### config.mk
export PLATFORM = sky130hd
export DESIGN_NAME = operand_addr_unit
export DESIGN_NICKNAME = d
export VERILOG_FILES = /design/src/rtl/oau_pkg.sv /design/src/rtl/oau_datapath.sv /design/src/rtl/oau_control.sv /design/src/rtl/operand_addr_unit.sv
export SDC_FILE = /design/constraint.sdc
export NUM_CORES = 1
export LEC_CHECK = 0
export ABC_AREA = 1
export BUFFER_PORTS_ARGS = -buffer_cell sky130_fd_sc_hd__buf_2
export CAP_MARGIN = 40
export CORE_MARGIN = 3
export CORE_UTILIZATION = 57
export DETAILED_ROUTE_END_ITERATION = 8
export GPL_ROUTABILITY_DRIVEN = 0
export PLACE_DENSITY = 0.88
export SETUP_SLACK_MARGIN = 0.02
export SYNTH_ARGS = -nofsm -noshare
export SYNTH_HDL_FRONTEND = slang
export SYNTH_HIERARCHICAL = 1
export SYNTH_SLANG_ARGS = --single-unit
### constraint.sdc
create_clock -name clk -period 4.6 [get_ports clk]
set_clock_uncertainty 0.05 [all_clocks]
set_input_delay 0.46 -clock clk [delete_from_list [all_inputs] [get_ports clk]]
set_output_delay 0.46 -clock clk [all_outputs]
set_load 0.03 [all_outputs]
### src/rtl/oau_pkg.sv
package oau_pkg;
  typedef enum logic [1:0] {
    ST_IDLE  = 2'd0,
    ST_FETCH = 2'd1,
    ST_DONE  = 2'd2
  } ctlState_t;

  typedef struct packed {
    logic loadTa;
    logic loadInd;
  } ctlStrobe_t;
endpackage

### src/rtl/oau_datapath.sv
module oau_datapath
  import oau_pkg::*;
#(
  parameter int AW    = 20,
  parameter int DW    = 24,
  parameter int DISPW = 12,
  parameter int IW    = AW + 12
) (
  input  logic          clk,
  input  logic          rstN,
  input  logic [IW-1:0] instr,
  input  logic [AW-1:0] pcCur,
  input  logic [DW-1:0] baseReg,
  input  logic [DW-1:0] indexReg,
  input  logic [DW-1:0] memData,
  input  ctlStrobe_t    strobe,
  output logic          modeImm,
  output logic          modeInd,
  output logic          modeErr,
  output logic [AW-1:0] memAddr,
  output logic [AW-1:0] resAddr,
  output logic          resImm,
  output logic          resErr
);
  // flag positions sit just above the address field
  localparam int EPOS = AW;
  localparam int PPOS = AW + 1;
  localparam int BPOS = AW + 2;
  localparam int XPOS = AW + 3;
  localparam int IPOS = AW + 4;
  localparam int NPOS = AW + 5;
  localparam int LOWB = AW - DISPW;
  localparam int LEGW = DISPW + 3;

  logic fN, fI, fX, fB, fP, fE;
  logic [DISPW-1:0] disp;
  logic [AW-1:0] dispU, dispS, legAddr, pcNext, baseSum, ixAdd, ta;

  assign fN = instr[NPOS];
  assign fI = instr[IPOS];
  assign fX = instr[XPOS];
  assign fB = instr[BPOS];
  assign fP = instr[PPOS];
  assign fE = instr[EPOS];
  assign disp = instr[AW-1:LOWB];

  assign dispU   = {{(AW-DISPW){1'b0}}, disp};
  assign dispS   = {{(AW-DISPW){disp[DISPW-1]}}, disp};
  assign legAddr = {{(AW-LEGW){1'b0}}, instr[BPOS:LOWB]};
  assign pcNext  = pcCur + AW'(3);
  assign ixAdd   = fX ? indexReg[AW-1:0] : '0;

  always_comb begin
    if (!fN && !fI) begin
      baseSum = legAddr;
    end else if (fE) begin
      baseSum = instr[AW-1:0];
    end else begin
      case ({fB, fP})
        2'b10:   baseSum = baseReg[AW-1:0] + dispU;
        2'b01:   baseSum = pcNext + dispS;
        default: baseSum = dispU;
      endcase
    end
  end

  assign ta      = baseSum + ixAdd;
  assign modeImm = !fN && fI;
  assign modeInd = fN && !fI;
  assign modeErr = (fX && (modeImm || modeInd)) ||
                   ((fN || fI) && !fE && fB && fP);

  always_ff @(posedge clk or negedge rstN) begin
    if (!rstN) begin
      resAddr <= '0;
      resImm  <= 1'b0;
      resErr  <= 1'b0;
    end else if (strobe.loadTa) begin
      resAddr <= modeErr ? '0 : ta;
      resImm  <= modeImm && !modeErr;
      resErr  <= modeErr;
    end else if (strobe.loadInd) begin
      resAddr <= memData[AW-1:0];
    end
  end

  assign memAddr = resAddr;
endmodule

### src/rtl/oau_control.sv
module oau_control
  import oau_pkg::*;
(
  input  logic       clk,
  input  logic       rstN,
  input  logic       reqValid,
  input  logic       modeInd,
  input  logic       modeErr,
  input  logic       memAck,
  output logic       reqReady,
  output logic       memReq,
  output logic       doneValid,
  output ctlStrobe_t strobe
);
  ctlState_t state, stateNext;
  logic accept;

  assign reqReady  = (state == ST_IDLE);
  assign accept    = reqValid && reqReady;
  assign memReq    = (state == ST_FETCH);
  assign doneValid = (state == ST_DONE);

  always_comb begin
    stateNext      = state;
    strobe.loadTa  = 1'b0;
    strobe.loadInd = 1'b0;
    case (state)
      ST_IDLE: if (accept) begin
        strobe.loadTa = 1'b1;
        stateNext = (modeInd && !modeErr) ? ST_FETCH : ST_DONE;
      end
      ST_FETCH: if (memAck) begin
        strobe.loadInd = 1'b1;
        stateNext = ST_DONE;
      end
      ST_DONE: stateNext = ST_IDLE;
      default: stateNext = ST_IDLE;
    endcase
  end

  always_ff @(posedge clk or negedge rstN) begin
    if (!rstN) state <= ST_IDLE;
    else       state <= stateNext;
  end
endmodule

### src/rtl/operand_addr_unit.sv
module operand_addr_unit
  import oau_pkg::*;
#(
  parameter int AW    = 20,
  parameter int DW    = 24,
  parameter int DISPW = 12
) (
  input  logic             clk,
  input  logic             rstN,
  input  logic             reqValid,
  output logic             reqReady,
  input  logic [AW+11:0]   instr,
  input  logic [AW-1:0]    pcCur,
  input  logic [DW-1:0]    baseReg,
  input  logic [DW-1:0]    indexReg,
  output logic             memReq,
  output logic [AW-1:0]    memAddr,
  input  logic             memAck,
  input  logic [DW-1:0]    memData,
  output logic             doneValid,
  output logic [AW-1:0]    resAddr,
  output logic             resImm,
  output logic             resErr
);
  ctlStrobe_t strobe;
  logic modeImm, modeInd, modeErr;

  oau_datapath #(.AW(AW), .DW(DW), .DISPW(DISPW), .IW(AW + 12)) u_dp (
    .clk(clk), .rstN(rstN), .instr(instr), .pcCur(pcCur),
    .baseReg(baseReg), .indexReg(indexReg), .memData(memData),
    .strobe(strobe), .modeImm(modeImm), .modeInd(modeInd),
    .modeErr(modeErr), .memAddr(memAddr), .resAddr(resAddr),
    .resImm(resImm), .resErr(resErr)
  );

  oau_control u_ctl (
    .clk(clk), .rstN(rstN), .reqValid(reqValid), .modeInd(modeInd),
    .modeErr(modeErr), .memAck(memAck), .reqReady(reqReady),
    .memReq(memReq), .doneValid(doneValid), .strobe(strobe)
  );
endmodule

Word level (Yosys, flattened, before mapping)
Cells that the tools add are included.
{ "totals": {"ff_bits": 24, "inputBits": 128, "output_inout_bits": 45} }
{ "classes": {"n_addsub": 4, "eq_ne": 6, "muxes": 15, "n_reduce_logical": 20} }
{ "op_table": {"columns": ["cell", "n"], "rows": [
  ["20-bit two-way mux", 6],
  ["20-bit adder", 2],
  ["20-bit case mux with 2 select lines", 1],
  ["20-bit by 12-bit adder with 20-bit output", 1],
  ["20-bit by 2-bit adder with 20-bit output, second input constant", 1],
  ["1-bit logical AND", 10],
  ["2-bit two-way mux", 3],
  ["2-bit by 1-bit == test with 1-bit output, second input constant", 2],
  ["2-bit == test, second input constant", 2],
  ["1-bit zero test", 4],
  ["1-bit two-way mux", 4],
  ["2-bit case mux with 2 select lines", 1],
  ["1-bit logical OR", 3],
  ["2-bit zero test", 1],
  ["2-bit by 1-bit inequality test with 1-bit output, second input constant", 1],
  ["2-bit inequality test, second input constant", 1],
  ["2-bit AND reduction", 1],
  ["2-bit nonzero test", 1]
]} }

Depth between registers and ports, before layout
Gate-level depths: netlist of the first run.
{ "depth": {"depth_word": 10, "depth_mapped": 31} }

Modules after synthesis
Netlist of the first run, hierarchy kept.
{ "modules_own_cells": {"columns": ["module", "instances", "cells_each", "area_per_inst_um2", "seq_area_each_um2"], "rows": [
  ["oau_datapath", 1, 791, 4931.0, 550.5],
  ["oau_control", 1, 20, 123.9, 50.0]
]} }

Least setup slack after synthesis of the first run
OpenSTA, ideal clock, no wires.
{ "synth_path": {"path_kind": "input -> register", "from": "in instr[9]", "to": "reg u_dp.resAddr[14], in the netlist u_dp/memAddr[14]", "setup_ns": 0.073, "arrival_ns": 3.701, "t_required_ns": 4.477, "slack_ns": 0.776, "stages": 27, "cell_sequence": "inv_1 > ha_1 > inv_1 > ha_1 > fa_1 > inv_1 > nor2_1 > nor2_1 > o21ai_2 > inv_1 > nor2_1 > nor2_1 > inv_1 > o21ai_0 > nand3_1 > o211ai_1 > o21ai_1 > ha_1 > nand2_2 > nor4_4 > nand2_1 > nand3_2 > nand2_2 > o21ai_2 > or2_1 > nand3_1 > a21oi_2"} }
{ "synth_between": {"elab_chain_cells": 7, "word_cells_on_any_way": 8} }
{ "synth_lines": {"columns": ["element", "line_no", "source"], "rows": [
  ["from (decl)", "operand_addr_unit.sv:12", "input logic [AW+11:0] instr,"],
  ["20-bit adder / 20-bit by 12-bit adder with 20-bit output (equally long branches)", "oau_datapath.sv:61, oau_datapath.sv:60", null],
  ["20-bit case mux with 2 select lines", "oau_datapath.sv:59", "case ({fB, fP})"],
  ["20-bit two-way mux", "oau_datapath.sv:56", "end else if (fE) begin"],
  ["20-bit two-way mux (*)", "oau_datapath.sv:54", "if (!fN && !fI) begin"],
  ["20-bit adder (*)", "oau_datapath.sv:67", "assign ta = baseSum + ixAdd;"],
  ["20-bit two-way mux (*)", "oau_datapath.sv:79", "resAddr <= modeErr ? '0 : ta;"],
  ["20-bit two-way mux (*)", "oau_datapath.sv:78", "end else if (strobe.loadTa) begin"],
  ["to (signal assigned)", "oau_datapath.sv:79", null],
  ["to (signal assigned)", "oau_datapath.sv:83", "resAddr <= memData[AW-1:0];"],
  ["to (decl)", "oau_datapath.sv:21", "output logic [AW-1:0] resAddr,"]
]} }
Mark *: on every way between the ends. The rest lies on a longest branch, timed or not.
A chain may end at the register's enable or synchronous reset.

Final worst setup path of the first run
Ends and elaborated chain as after synthesis.

==> out/qor.csv, run 1 <==
stage;metric;value;unit
yosys;Syn Inst Count;811;
power_and_ir_drop;Total Power;1.46;mW
power_and_ir_drop;P_leak;3.27;nW
hold_path;min-delay worst type;input pin to async pin;
placement;Inst Count DP;1038;
yosys;post-synthesis cell area;5050;um2
yosys;Synth top area share;18.1;%
timing;Slew Limit Fails;0;
floorplanning;core region area;8420;um2
clock_network;Longest Clk Path Bufs;2;
routing;wirelength, routed;14300;um
global_routing;vias in the first global route;5309;
floorplanning;io pins;173;
routing;Initial DRC Count;499;
critical_path;Crit Path Category;input pin to flip-flop;
finish;P&R area growth vs syn;14.6;%
critical_path;delay-heaviest family, CP;adder cells;
yosys;Synth Flop Type;dfrtp_1;
clock_network;clock root buffer;clkbuf_8;
timing;FMAX;0.234;GHz
yosys;Yosys Warn Count;6;
global_routing;GR Util All Layers;27.5;%
yosys;cell taking the most area after synthesis;ha_1;
critical_path;CP peak stage delay;450;ps
timing;Fin. Hold Viols;0;
finish;ratio of cells with drive above 1 in the final layout;22.3;%
power_and_ir_drop;Cell Pwr Density;252;nW/um2
floorplanning;Die W;100;um
yosys;synthesized flop and latch total;24;
clock_network;worst skew pair latency;260;ps
routing;vias per std cell;5.62;
routing;Post-route DRC;0;
critical_path;Reg2Reg Depth;7;
yosys;count leader, synth;nand2_1;
yosys;Post-synth ARST share;100;%
critical_path;Crit-path slowest cell;fa_2;
placement;hpwl dp;12100;um
yosys;syn nets;1015;
floorplanning;die area;10000;um2
timing;Worst Max-Slew Pin Slew;633;ps
clock_network;TritonCTS clock tree;built;
routing;vias;5853;
routing;Routed wire per std cell;13.7;um
timing;crit share post-route;92.7;%
global_routing;largest net degree at the start of global routing;25;
routing;DRT Pass-1 Iters;5;
critical_path;critical path peak fanout;5;
critical_path;Worst EP arrival;4410;ps
timing;Rel. slew slack;57.7;%
clock_network;H-tree depth reported by CTS;1;
yosys;EDFF count, synth;0;
critical_path;Critical Path Start Type;input pin;
timing;min Tclk post-route;4260;ps
global_routing;gr ovfl total;0;
routing;antenna viol nets, final;0;
timing;setup violators final;0;
floorplanning;row count;33;
timing;unrepaired setup endpoints after global routing;false;
yosys;Avg Inst Size Synth;6.23;um2
critical_path;Data required, critical path;4750;ps
yosys;most instantiated cells after synthesis;nand2_1, inv_1, a21oi_1;
finish;Ant. Diodes;0;
clock_network;clk slew on worst S/H paths;80;ps
clock_network;CTS Buf Count;3;
critical_path;cell repeated most along the worst path;inv_1;
floorplanning;Initial Util;60.0;%
yosys;synth unique cells;52;
floorplanning;DIE HEIGHT;100;um
critical_path;worst path bufs/invs;6;
outcome;status;completed;
yosys;main area contributors after synthesis;ha_1, nand2_1, dfrtp_1, a21oi_1, inv_1;
finish;non-filler cells, final;1041;
global_routing;global-route wire length before repair;23200;um
clock_network;TritonCTS Sinks;24;
timing;setup TNS;0;ps
global_routing;initial antenna violation count;0;
clock_network;postcts setup bufs;0;
critical_path;Worst R2R End;u_dp/memAddr[8];
run;Max-cap violations;0;
yosys;sequential-to-total area share from yosys stat;11.9;%
critical_path;flop-to-flop setup slack;2170;ps
finish;fin nets;1142;
critical_path;Reg-to-Reg Start;u_ctl/state[0];
placement;IO buf count;154;
power_and_ir_drop;VDD IR max;0.158;mV
critical_path;kind of end point of the critical path;flip-flop;
area by class of cell:
type,count,area (um2)
clock buffer,3,41.3
fill,833,2630
inverter,105,394
multi-input combinational,648,3840
sequential,24,601
tap,105,131
timing repair buffer,156,786
worst max path at each step:
stage                     depth (start not counted)                to  startpoint
after floorplan                                  27  u_dp/memAddr[14]    instr[9]
after global placement                           30  u_dp/memAddr[19]    instr[9]
after detailed placement                         28  u_dp/memAddr[14]    instr[9]
after CTS                                        28  u_dp/memAddr[14]    instr[9]
after global routing                             30  u_dp/memAddr[19]    instr[9]
final                                            28  u_dp/memAddr[14]    instr[9]
repair_timing:
action	CTS	global route
hold buffers	0	0
setup endpoints to repair	0	3
gates resized for setup	0	2
cells in the final DEF, fill, tap and decap left out, types with 2 or more instances in the layout:
cell type,n
o211ai_1,3
inv_2,6
nand2_2,7
nor4_1,2
or2_2,4
a21oi_1,88
buf_2,154
nor2_4,2
o31ai_1,2
xor2_1,7
clkbuf_8,3
nor2_2,10
ha_1,73
nand2_1,184
a22oi_1,3
o21a_1,2
a31oi_1,5
nand3_1,36
o21bai_1,5
nor3_1,5
a21oi_2,9
a21o_1,4
fa_1,2
o2111ai_1,4
dfrtp_1,24
o21ai_0,68
nand3_2,4
inv_1,98
buf_4,2
xnor2_1,5
o21ai_1,12
nand4_1,5
nor2_1,67
o22ai_1,8
o21ai_2,4
or2_1,3
power by group:
part	switching [mW]	leakage (nW)	internal [mW]
logic	0.699	2.96	0.336
registers	0.0369	0.290	0.265
clock network	0.0625	0.0216	0.0585
total	0.798	3.27	0.660
kinds of logic (layout without fill, tap and decap cells):
family,count (synthesis),after routing,synth area share [%]
buf+inv,139,264,12.3
flops,24,24,11.9
simple gates,333,333,28.6
fa+ha+maj,76,76,19.3
xor+xnor,13,13,2.25
compound gates,226,226,25.7
worst reg2reg max path, cell delays in order, from the launching register on:
cell and delay (ps):
dfrtp_1 410, nor3b_1 360, inv_1 360, nor2_2 560, inv_2 200, a21oi_1 160
o21ai_0 120, a21oi_1 150
state kept, by name, summed over array words and instances, names as in the netlist:
signal,flops
u_dp/memAddr,20
u_ctl/state,2
u_dp/resImm,1
u_dp/resErr,1
per-stage QoR:
step           setup slack (ps)  hold WS [ps]  area, um2  util [%]
4_1_cts                     341           139       5780      68.7
3_3_place_gp                192           409       5740      68.2
2_1_floorplan               776           114       5050         -
6_report                    336           118       5790      68.8
5_1_grt                    24.1           151       5790      68.8
3_5_place_dp               65.7           421       5740      68.2
per-layer routing:
layer	up-vias	share of wire (%)	track usage (%)	wire [um]
li1	2990	-	-	-
met1	2585	44	38.4	6300
met2	260	46	47.0	6610
met3	18	8.9	3.20	1280
met4	0	0.86	3.21	123
met5	-	0	0	0
(Power assumes the default switching activity.)
==> run 2: changes to the inputs <==
Settings changed: REMOVE_ABC_BUFFERS set to 1.
==> run 2 against run 1 <==
Compared with the run above:
- critical endpoint is now u_dp/memAddr[19]
- sequential cell count is the same
- non-clock buffer count rose by 1
- first-iteration DRC count shrank 19%
- global-route usage increased by 0.36 points
- wire length fell by 0.10%
- total power up 0.21%
- via count decreased by 1.3%
==> out/qor.csv, run 2 (synthesis results as in run 1) <==
stage;metric;value;unit;change
outcome;status;completed;;unchanged
clock_network;TritonCTS clock tree;built;;unchanged
finish;ratio of cells with drive above 1 in the final layout;22.5;%;was 22.3%
clock_network;CTS Buf Count;3;;unchanged
power_and_ir_drop;Total Power;1.46;mW;about the same
finish;post-layout util;68.9;%;was 68.8%
placement;hpwl dp;12000;um;was 12100 um
finish;max reg flops;20;;unchanged
timing;Worst Max-Slew Pin Slew;680;ps;was 633 ps
finish;most frequent cells in the layout;nand2_1, buf_2, inv_1;;unchanged
global_routing;largest net degree at the start of global routing;25;;unchanged
timing;setup TNS;0;ps;unchanged
routing;wl on met1;6370;um;was 6300 um
clock_network;Longest Clk Path Bufs;2;;unchanged
finish;P&R area growth vs syn;14.8;%;was 14.6%
finish;fin nets;1143;;was 1142
routing;antenna viol nets, final;0;;unchanged
timing;unrepaired setup endpoints after global routing;false;;unchanged
finish;non-filler cells, final;1042;;was 1041
finish;Ant. Diodes;0;;unchanged
routing;max layer used;met4;;unchanged
floorplanning;io pins;173;;unchanged
routing;DRT Pass-1 Iters;6;;was 5
timing;Fin. Hold Viols;0;;unchanged
global_routing;initial antenna violation count;0;;unchanged
power_and_ir_drop;VDD IR max;0.195;mV;was 0.158 mV
finish;design area;5800;um2;was 5790 um2
global_routing;gr ovfl total;0;;unchanged
floorplanning;DIE HEIGHT;100;um;unchanged
clock_network;clock root buffer;clkbuf_8;;unchanged
routing;Initial DRC Count;402;;was 499
global_routing;vias in the first global route;5249;;was 5309
critical_path;Critical Path Start Type;input pin;;unchanged
power_and_ir_drop;Cell Pwr Density;252;nW/um2;about the same
power_and_ir_drop;P_leak;3.28;nW;was 3.27 nW
routing;Routed wire per std cell;13.7;um;about the same
timing;FMAX;0.240;GHz;was 0.234 GHz
clock_network;cts hold-fix bufs;0;;unchanged
finish;commonest non-fill, non-tap cell in the layout;nand2_1;;unchanged
global_routing;GR Util All Layers;27.9;%;was 27.5%
floorplanning;Initial Util;60.0;%;unchanged
critical_path;critical path peak fanout;5;;unchanged
critical_path;cell repeated most along the worst path;nand3_1;;was inv_1
routing;vias per std cell;5.54;;was 5.62
critical_path;Worst EP arrival;4310;ps;was 4410 ps
floorplanning;die area;10000;um2;unchanged
placement;pre-CTS setup slack;84.6;ps;was 65.7 ps
timing;hold slack;120;ps;was 118 ps
floorplanning;Die W;100;um;unchanged
critical_path;CP peak stage delay;440;ps;was 450 ps
routing;wirelength, routed;14300;um;about the same
floorplanning;row count;33;;unchanged
clock_network;H-tree depth reported by CTS;1;;unchanged
timing;setup violators final;0;;unchanged
floorplanning;core region area;8420;um2;unchanged
clock_network;TritonCTS Sinks;24;;unchanged
timing;min Tclk post-route;4170;ps;was 4260 ps
critical_path;Crit Path Category;input pin to flip-flop;;unchanged
placement;placed standard-cell area;5750;um2;was 5740 um2
hold_path;min-delay worst type;input pin to async pin;;unchanged
timing;crit path setup slack, layout;432;ps;was 336 ps
critical_path;critical path, cell by cell;buf_2, inv_1, ha_1, inv_1, ha_1, fa_2, nand3_1, nand3_2, or2_2, nand3_1, nand3_1, o2111ai_1, o21ai_0, ha_1, nand2_1, nor3_1, nand4_1, nand3_1, xnor2_2, nand3_1, nand2_1, nand2_1, a21oi_2;;
routing;met2 WL;6460;um;was 6610 um
routing;vias;5774;;was 5853
clock_network;postcts setup bufs;0;;unchanged
routing;Post-route DRC;0;;unchanged
critical_path;Crit-path slowest cell;fa_2;;unchanged
routing;metal3 WL;1310;um;was 1280 um
global_routing;global-route wire length before repair;23400;um;was 23200 um
placement;Inst Count DP;1039;;was 1038
critical_path;Data required, critical path;4740;ps;was 4750 ps
critical_path;kind of end point of the critical path;flip-flop;;unchanged
timing;Rel. slew slack;54.6;%;was 57.7%
clock_network;clk slew on worst S/H paths;80;ps;about the same
timing;crit share post-route;90.6;%;was 92.7%
timing;Slew Limit Fails;0;;unchanged
placement;IO buf count;154;;unchanged
run;Max-cap violations;0;;unchanged
clock_network;worst skew pair latency;260;ps;about the same
-- run 2: changes by cell type in the layout (fill, tap and decap cells not counted) --
cell,delta
nor2_1,-1
nor2_2,+1
buf_4,+1
-- run 2: repair_timing --
item / in CTS / in global routing
resized for setup: 0 / 3
endpoints found under the hold margin: 0 / 0
setup endpoints to repair: 0 / 1
-- run 2: critical path, delay by kind of cell --
kind	cells	cell delay, ps
XOR/XNOR	1	140
AND/OR/NAND/NOR	12	1750
AO/OA/AOI/OAI	3	340
adder cells (fa/ha/maj)	4	1350
buffers and inverters	3	270
-- run 2: path summary, 6_finish.rpt --
path                       slack, ps           start  cells past startpoint                to
setup / recovery                 430        instr[9]                     23  u_dp/memAddr[19]
hold / removal                   120            rstN                      1       u_dp/resErr
setup reg to reg                2380  u_ctl/state[0]                      8  u_dp/memAddr[17]
hold reg to reg                  460     u_dp/resImm                      1       u_dp/resImm
max in group asynchronous       4020            rstN                      1   u_dp/memAddr[7]
min in group clk                 410        reqValid                      3    u_ctl/state[0]
-- run 2: where the power goes --
group | switching, mW | total, mW | internal, mW
clock network | 0.0634 | 0.122 | 0.0586
registers | 0.0373 | 0.302 | 0.265
logic | 0.699 | 1.04 | 0.337
total | 0.800 | 1.46 | 0.661
-- run 2: cell type report --
| class | instances | area (um2) |
|---|---|---|
| sequential | 24 | 601 |
| tap | 105 | 131 |
| inverter | 105 | 394 |
| fill | 792 | 2620 |
| multi-input combinational | 648 | 3840 |
| clock buffer | 3 | 41.3 |
| timing repair buffer | 157 | 793 |
-- run 2: per-layer routing --
| layer | GRT usage [%] | up-vias |
|---|---|---|
| met5 | 0 | - |
| met4 | 5.28 | 0 |
| met3 | 3.47 | 16 |
| met2 | 45.1 | 276 |
| met1 | 40.1 | 2515 |
| li1 | - | 2967 |
==> run 3: changes to the inputs <==
Settings changed: CORE_UTILIZATION 57 to 56, PLACE_DENSITY 0.88 to 0.87, SYNTH_HIERARCHICAL 1 to unset.
==> run 3 against run 2 <==
Compared with the run above:
- highest routed layer unchanged
- fmax up 0.80%
- largest cell class unchanged
- final cell count is 2.0% lower
- clock power is 52% higher
- wire length decreased by 1.8%
- sequential cell count stayed put
- via count decreased by 2.7%
- sequential share of layout area rose by 0.24 points
==> out/qor.csv, run 3 <==
stage;metric;value;unit;change
floorplanning;io pins;173;;unchanged
clock_network;Longest Clk Path Bufs;2;;unchanged
global_routing;vias in the first global route;5040;;was 5249
timing;Rel. slew slack;51.2;%;was 54.6%
routing;Initial DRC Count;326;;was 402
routing;Routed wire per std cell;13.7;um;about the same
routing;wirelength, routed;14000;um;was 14300 um
timing;crit share post-route;89.9;%;was 90.6%
yosys;most instantiated cells after synthesis;nand2_1, inv_1, a21oi_1;;unchanged
global_routing;global-route wire length before repair;22600;um;was 23400 um
timing;Slew Limit Fails;0;;unchanged
yosys;cell taking the most area after synthesis;ha_1;;unchanged
finish;commonest non-fill, non-tap cell in the layout;nand2_1;;unchanged
clock_network;cts hold-fix bufs;0;;unchanged
routing;DRT Pass-1 Iters;5;;was 6
placement;Inst Count DP;1017;;was 1039
global_routing;initial antenna violation count;0;;unchanged
finish;max reg flops;20;;unchanged
clock_network;clk slew on worst S/H paths;90;ps;was 80 ps
clock_network;TritonCTS clock tree;built;;unchanged
timing;unrepaired setup endpoints after global routing;false;;unchanged
critical_path;Data required, critical path;4700;ps;was 4740 ps
timing;FMAX;0.242;GHz;was 0.240 GHz
critical_path;worst path bufs/invs;4;;was 3
yosys;EDFF count, synth;0;;unchanged
routing;Post-route DRC;0;;unchanged
yosys;Yosys Warn Count;0;;was 6
yosys;synth unique cells;50;;was 52
floorplanning;Initial Util;58.4;%;was 60.0%
yosys;Synth Flop Type;dfrtp_1;;unchanged
routing;antenna viol nets, final;0;;unchanged
timing;hold slack;117;ps;was 120 ps
placement;IO buf count;154;;unchanged
finish;P&R area growth vs syn;16.4;%;was 14.8%
routing;vias per std cell;5.50;;was 5.54
yosys;Syn Inst Count;789;;was 811
clock_network;clock root buffer;clkbuf_8;;unchanged
floorplanning;Die W;99.3;um;was 100 um
power_and_ir_drop;Total Power;1.50;mW;was 1.46 mW
finish;fin nets;1122;;was 1143
hold_path;min-delay worst type;input pin to async pin;;unchanged
outcome;status;completed;;unchanged
clock_network;Resized cells post-CTS;0;;unchanged
finish;most frequent cells in the layout;nand2_1, buf_2, inv_1;;unchanged
timing;Worst Max-Slew Pin Slew;731;ps;was 680 ps
global_routing;largest net degree at the start of global routing;25;;unchanged
critical_path;critical path, cell by cell;buf_2, inv_1, ha_1, inv_1, ha_1, fa_1, a31oi_1, o21ai_0, a31o_2, o21ai_0, nand3_1, o211ai_1, nand2_1, ha_1, nand2_1, nor2_1, inv_1, o21ai_2, a21oi_2, o21ai_1, a21oi_1, o21ai_1, a21oi_1;;was buf_2, inv_1, ha_1, inv_1, ha_1, fa_2, nand3_1, nand3_2, or2_2, nand3_1, nand3_1, o2111ai_1, o21ai_0, ha_1, nand2_1, nor3_1, nand4_1, nand3_1, xnor2_2, nand3_1, nand2_1, nand2_1, a21oi_2
timing;min Tclk post-route;4130;ps;was 4170 ps
floorplanning;die area;9860;um2;was 10000 um2
yosys;count leader, synth;nand2_1;;unchanged
critical_path;CP peak stage delay;510;ps;was 440 ps
critical_path;Crit-path slowest cell;fa_1;;was fa_2
yosys;post-synthesis cell area;4870;um2;was 5050 um2
critical_path;delay-heaviest family, CP;compound AO/OA/AOI/OAI gates;;was simple AND/OR/NAND/NOR gates
placement;hpwl dp;11700;um;was 12000 um
timing;setup violators final;0;;unchanged
timing;Fin. Hold Viols;0;;unchanged
yosys;Avg Inst Size Synth;6.18;um2;was 6.23 um2
yosys;main area contributors after synthesis;ha_1, nand2_1, dfrtp_1, a21oi_1, inv_1;;unchanged
clock_network;postcts setup bufs;0;;unchanged
placement;pre-CTS setup slack;214;ps;was 84.6 ps
global_routing;GR Util All Layers;27.0;%;was 27.9%
critical_path;kind of end point of the critical path;flip-flop;;unchanged
finish;ratio of cells with drive above 1 in the final layout;22.3;%;was 22.5%
floorplanning;core region area;8340;um2;was 8420 um2
yosys;Post-synth ARST share;100;%;unchanged
finish;Ant. Diodes;0;;unchanged
global_routing;gr ovfl total;0;;unchanged
power_and_ir_drop;VDD IR max;0.166;mV;was 0.195 mV
clock_network;CTS Buf Count;3;;unchanged
yosys;Synth top area share;19.0;%;was 18.1%
timing;setup TNS;0;ps;unchanged
power_and_ir_drop;P_leak;3.20;nW;was 3.28 nW
floorplanning;row count;33;;unchanged
critical_path;critical path peak fanout;5;;unchanged
critical_path;Reg2Reg Depth;6;;was 8
clock_network;TritonCTS Sinks;24;;unchanged
yosys;sequential-to-total area share from yosys stat;12.3;%;was 11.9%
critical_path;Crit Path Category;input pin to flip-flop;;unchanged
routing;vias;5616;;was 5774
clock_network;H-tree depth reported by CTS;1;;unchanged
critical_path;Worst path depth;23;;unchanged
clock_network;worst skew pair latency;270;ps;was 260 ps
timing;crit path setup slack, layout;465;ps;was 432 ps
finish;non-filler cells, final;1021;;was 1042
yosys;synthesized flop and latch total;24;;unchanged
critical_path;Worst EP arrival;4240;ps;was 4310 ps
power_and_ir_drop;Cell Pwr Density;265;nW/um2;was 252 nW/um2
run;Max-cap violations;0;;unchanged
critical_path;Critical Path Start Type;input pin;;unchanged
floorplanning;DIE HEIGHT;99.3;um;was 100 um
## run 3: cell count changes in the layout (fill, tap and decap cells not counted), sizes merged, moves of 4 or more
cell	delta
nand2	-9
nand3	+11
nor2	-13
o21ai	-4
o21bai	-4
o22ai	-4
## run 3: final timing paths
check                                     from  slack (ps)                to
worst min-delay path                      rstN         120    u_ctl.state[0]
worst max-delay path                  instr[9]         470  u_dp.memAddr[16]
worst max register to register  u_ctl.state[0]        2450   u_dp.memAddr[1]
worst min register to register     u_dp.resImm         460       u_dp.resImm
max in group asynchronous                 rstN        4010  u_dp.memAddr[15]
min in group clk                        memAck         340    u_ctl.state[0]
## run 3: layout make-up
class / count / area [um2]
flip-flops and latches: 24 / 601
fillers: 801 / 2670
clock inverters: 1 / 30.0
well taps: 105 / 131
clock buffers: 3 / 41.3
inverters: 103 / 387
multi-input cells: 625 / 3670
repair buffers: 160 / 816
## run 3: cells by family after synthesis
| kind of cell | share of synthesized area (%) |
|---|---|
| AOI/OAI and AO/OA | 24.7 |
| xor gates and xnor gates | 2.16 |
| adders and majority gates | 20.2 |
| buffers and inverters | 12.5 |
| DFF | 12.3 |
| and+or+nand+nor | 28.1 |
## run 3: metal layers
metal / routed length, um / vias to the layer above / track usage (%)
met4: 226 / 0 / 8.40
met1: 6020 / 2461 / 36.6
met5: 0 / - / 0
li1: - / 2892 / -
met3: 1170 / 24 / 1.47
met2: 6620 / 239 / 46.2
## run 3: per-stage QoR
| stage | util [%] | instance area (um2) |
|---|---|---|
| 3_5_place_dp | 67.1 | 5600 |
| 6_report | 68.0 | 5670 |
| 3_3_place_gp | 67.1 | 5600 |
| 2_1_floorplan | - | 4650 |
| 5_1_grt | 68.0 | 5670 |
| 4_1_cts | 68.0 | 5670 |
## run 3: worst register-to-register path, stage by stage, from the launching register on
cell and delay (ps):
dfrtp_1 420, inv_1 80, nor2_1 50, nand2_1 470, nand2_1 620, nor2_1 270, nor2_1 70
## run 3: power by group
| part | switching [mW] | leakage [nW] | internal (mW) |
|---|---|---|---|
| sequential | 0.0390 | 0.290 | 0.266 |
| combinational | 0.679 | 2.87 | 0.335 |
| clock | 0.0696 | 0.0357 | 0.116 |
| total | 0.787 | 3.20 | 0.717 |
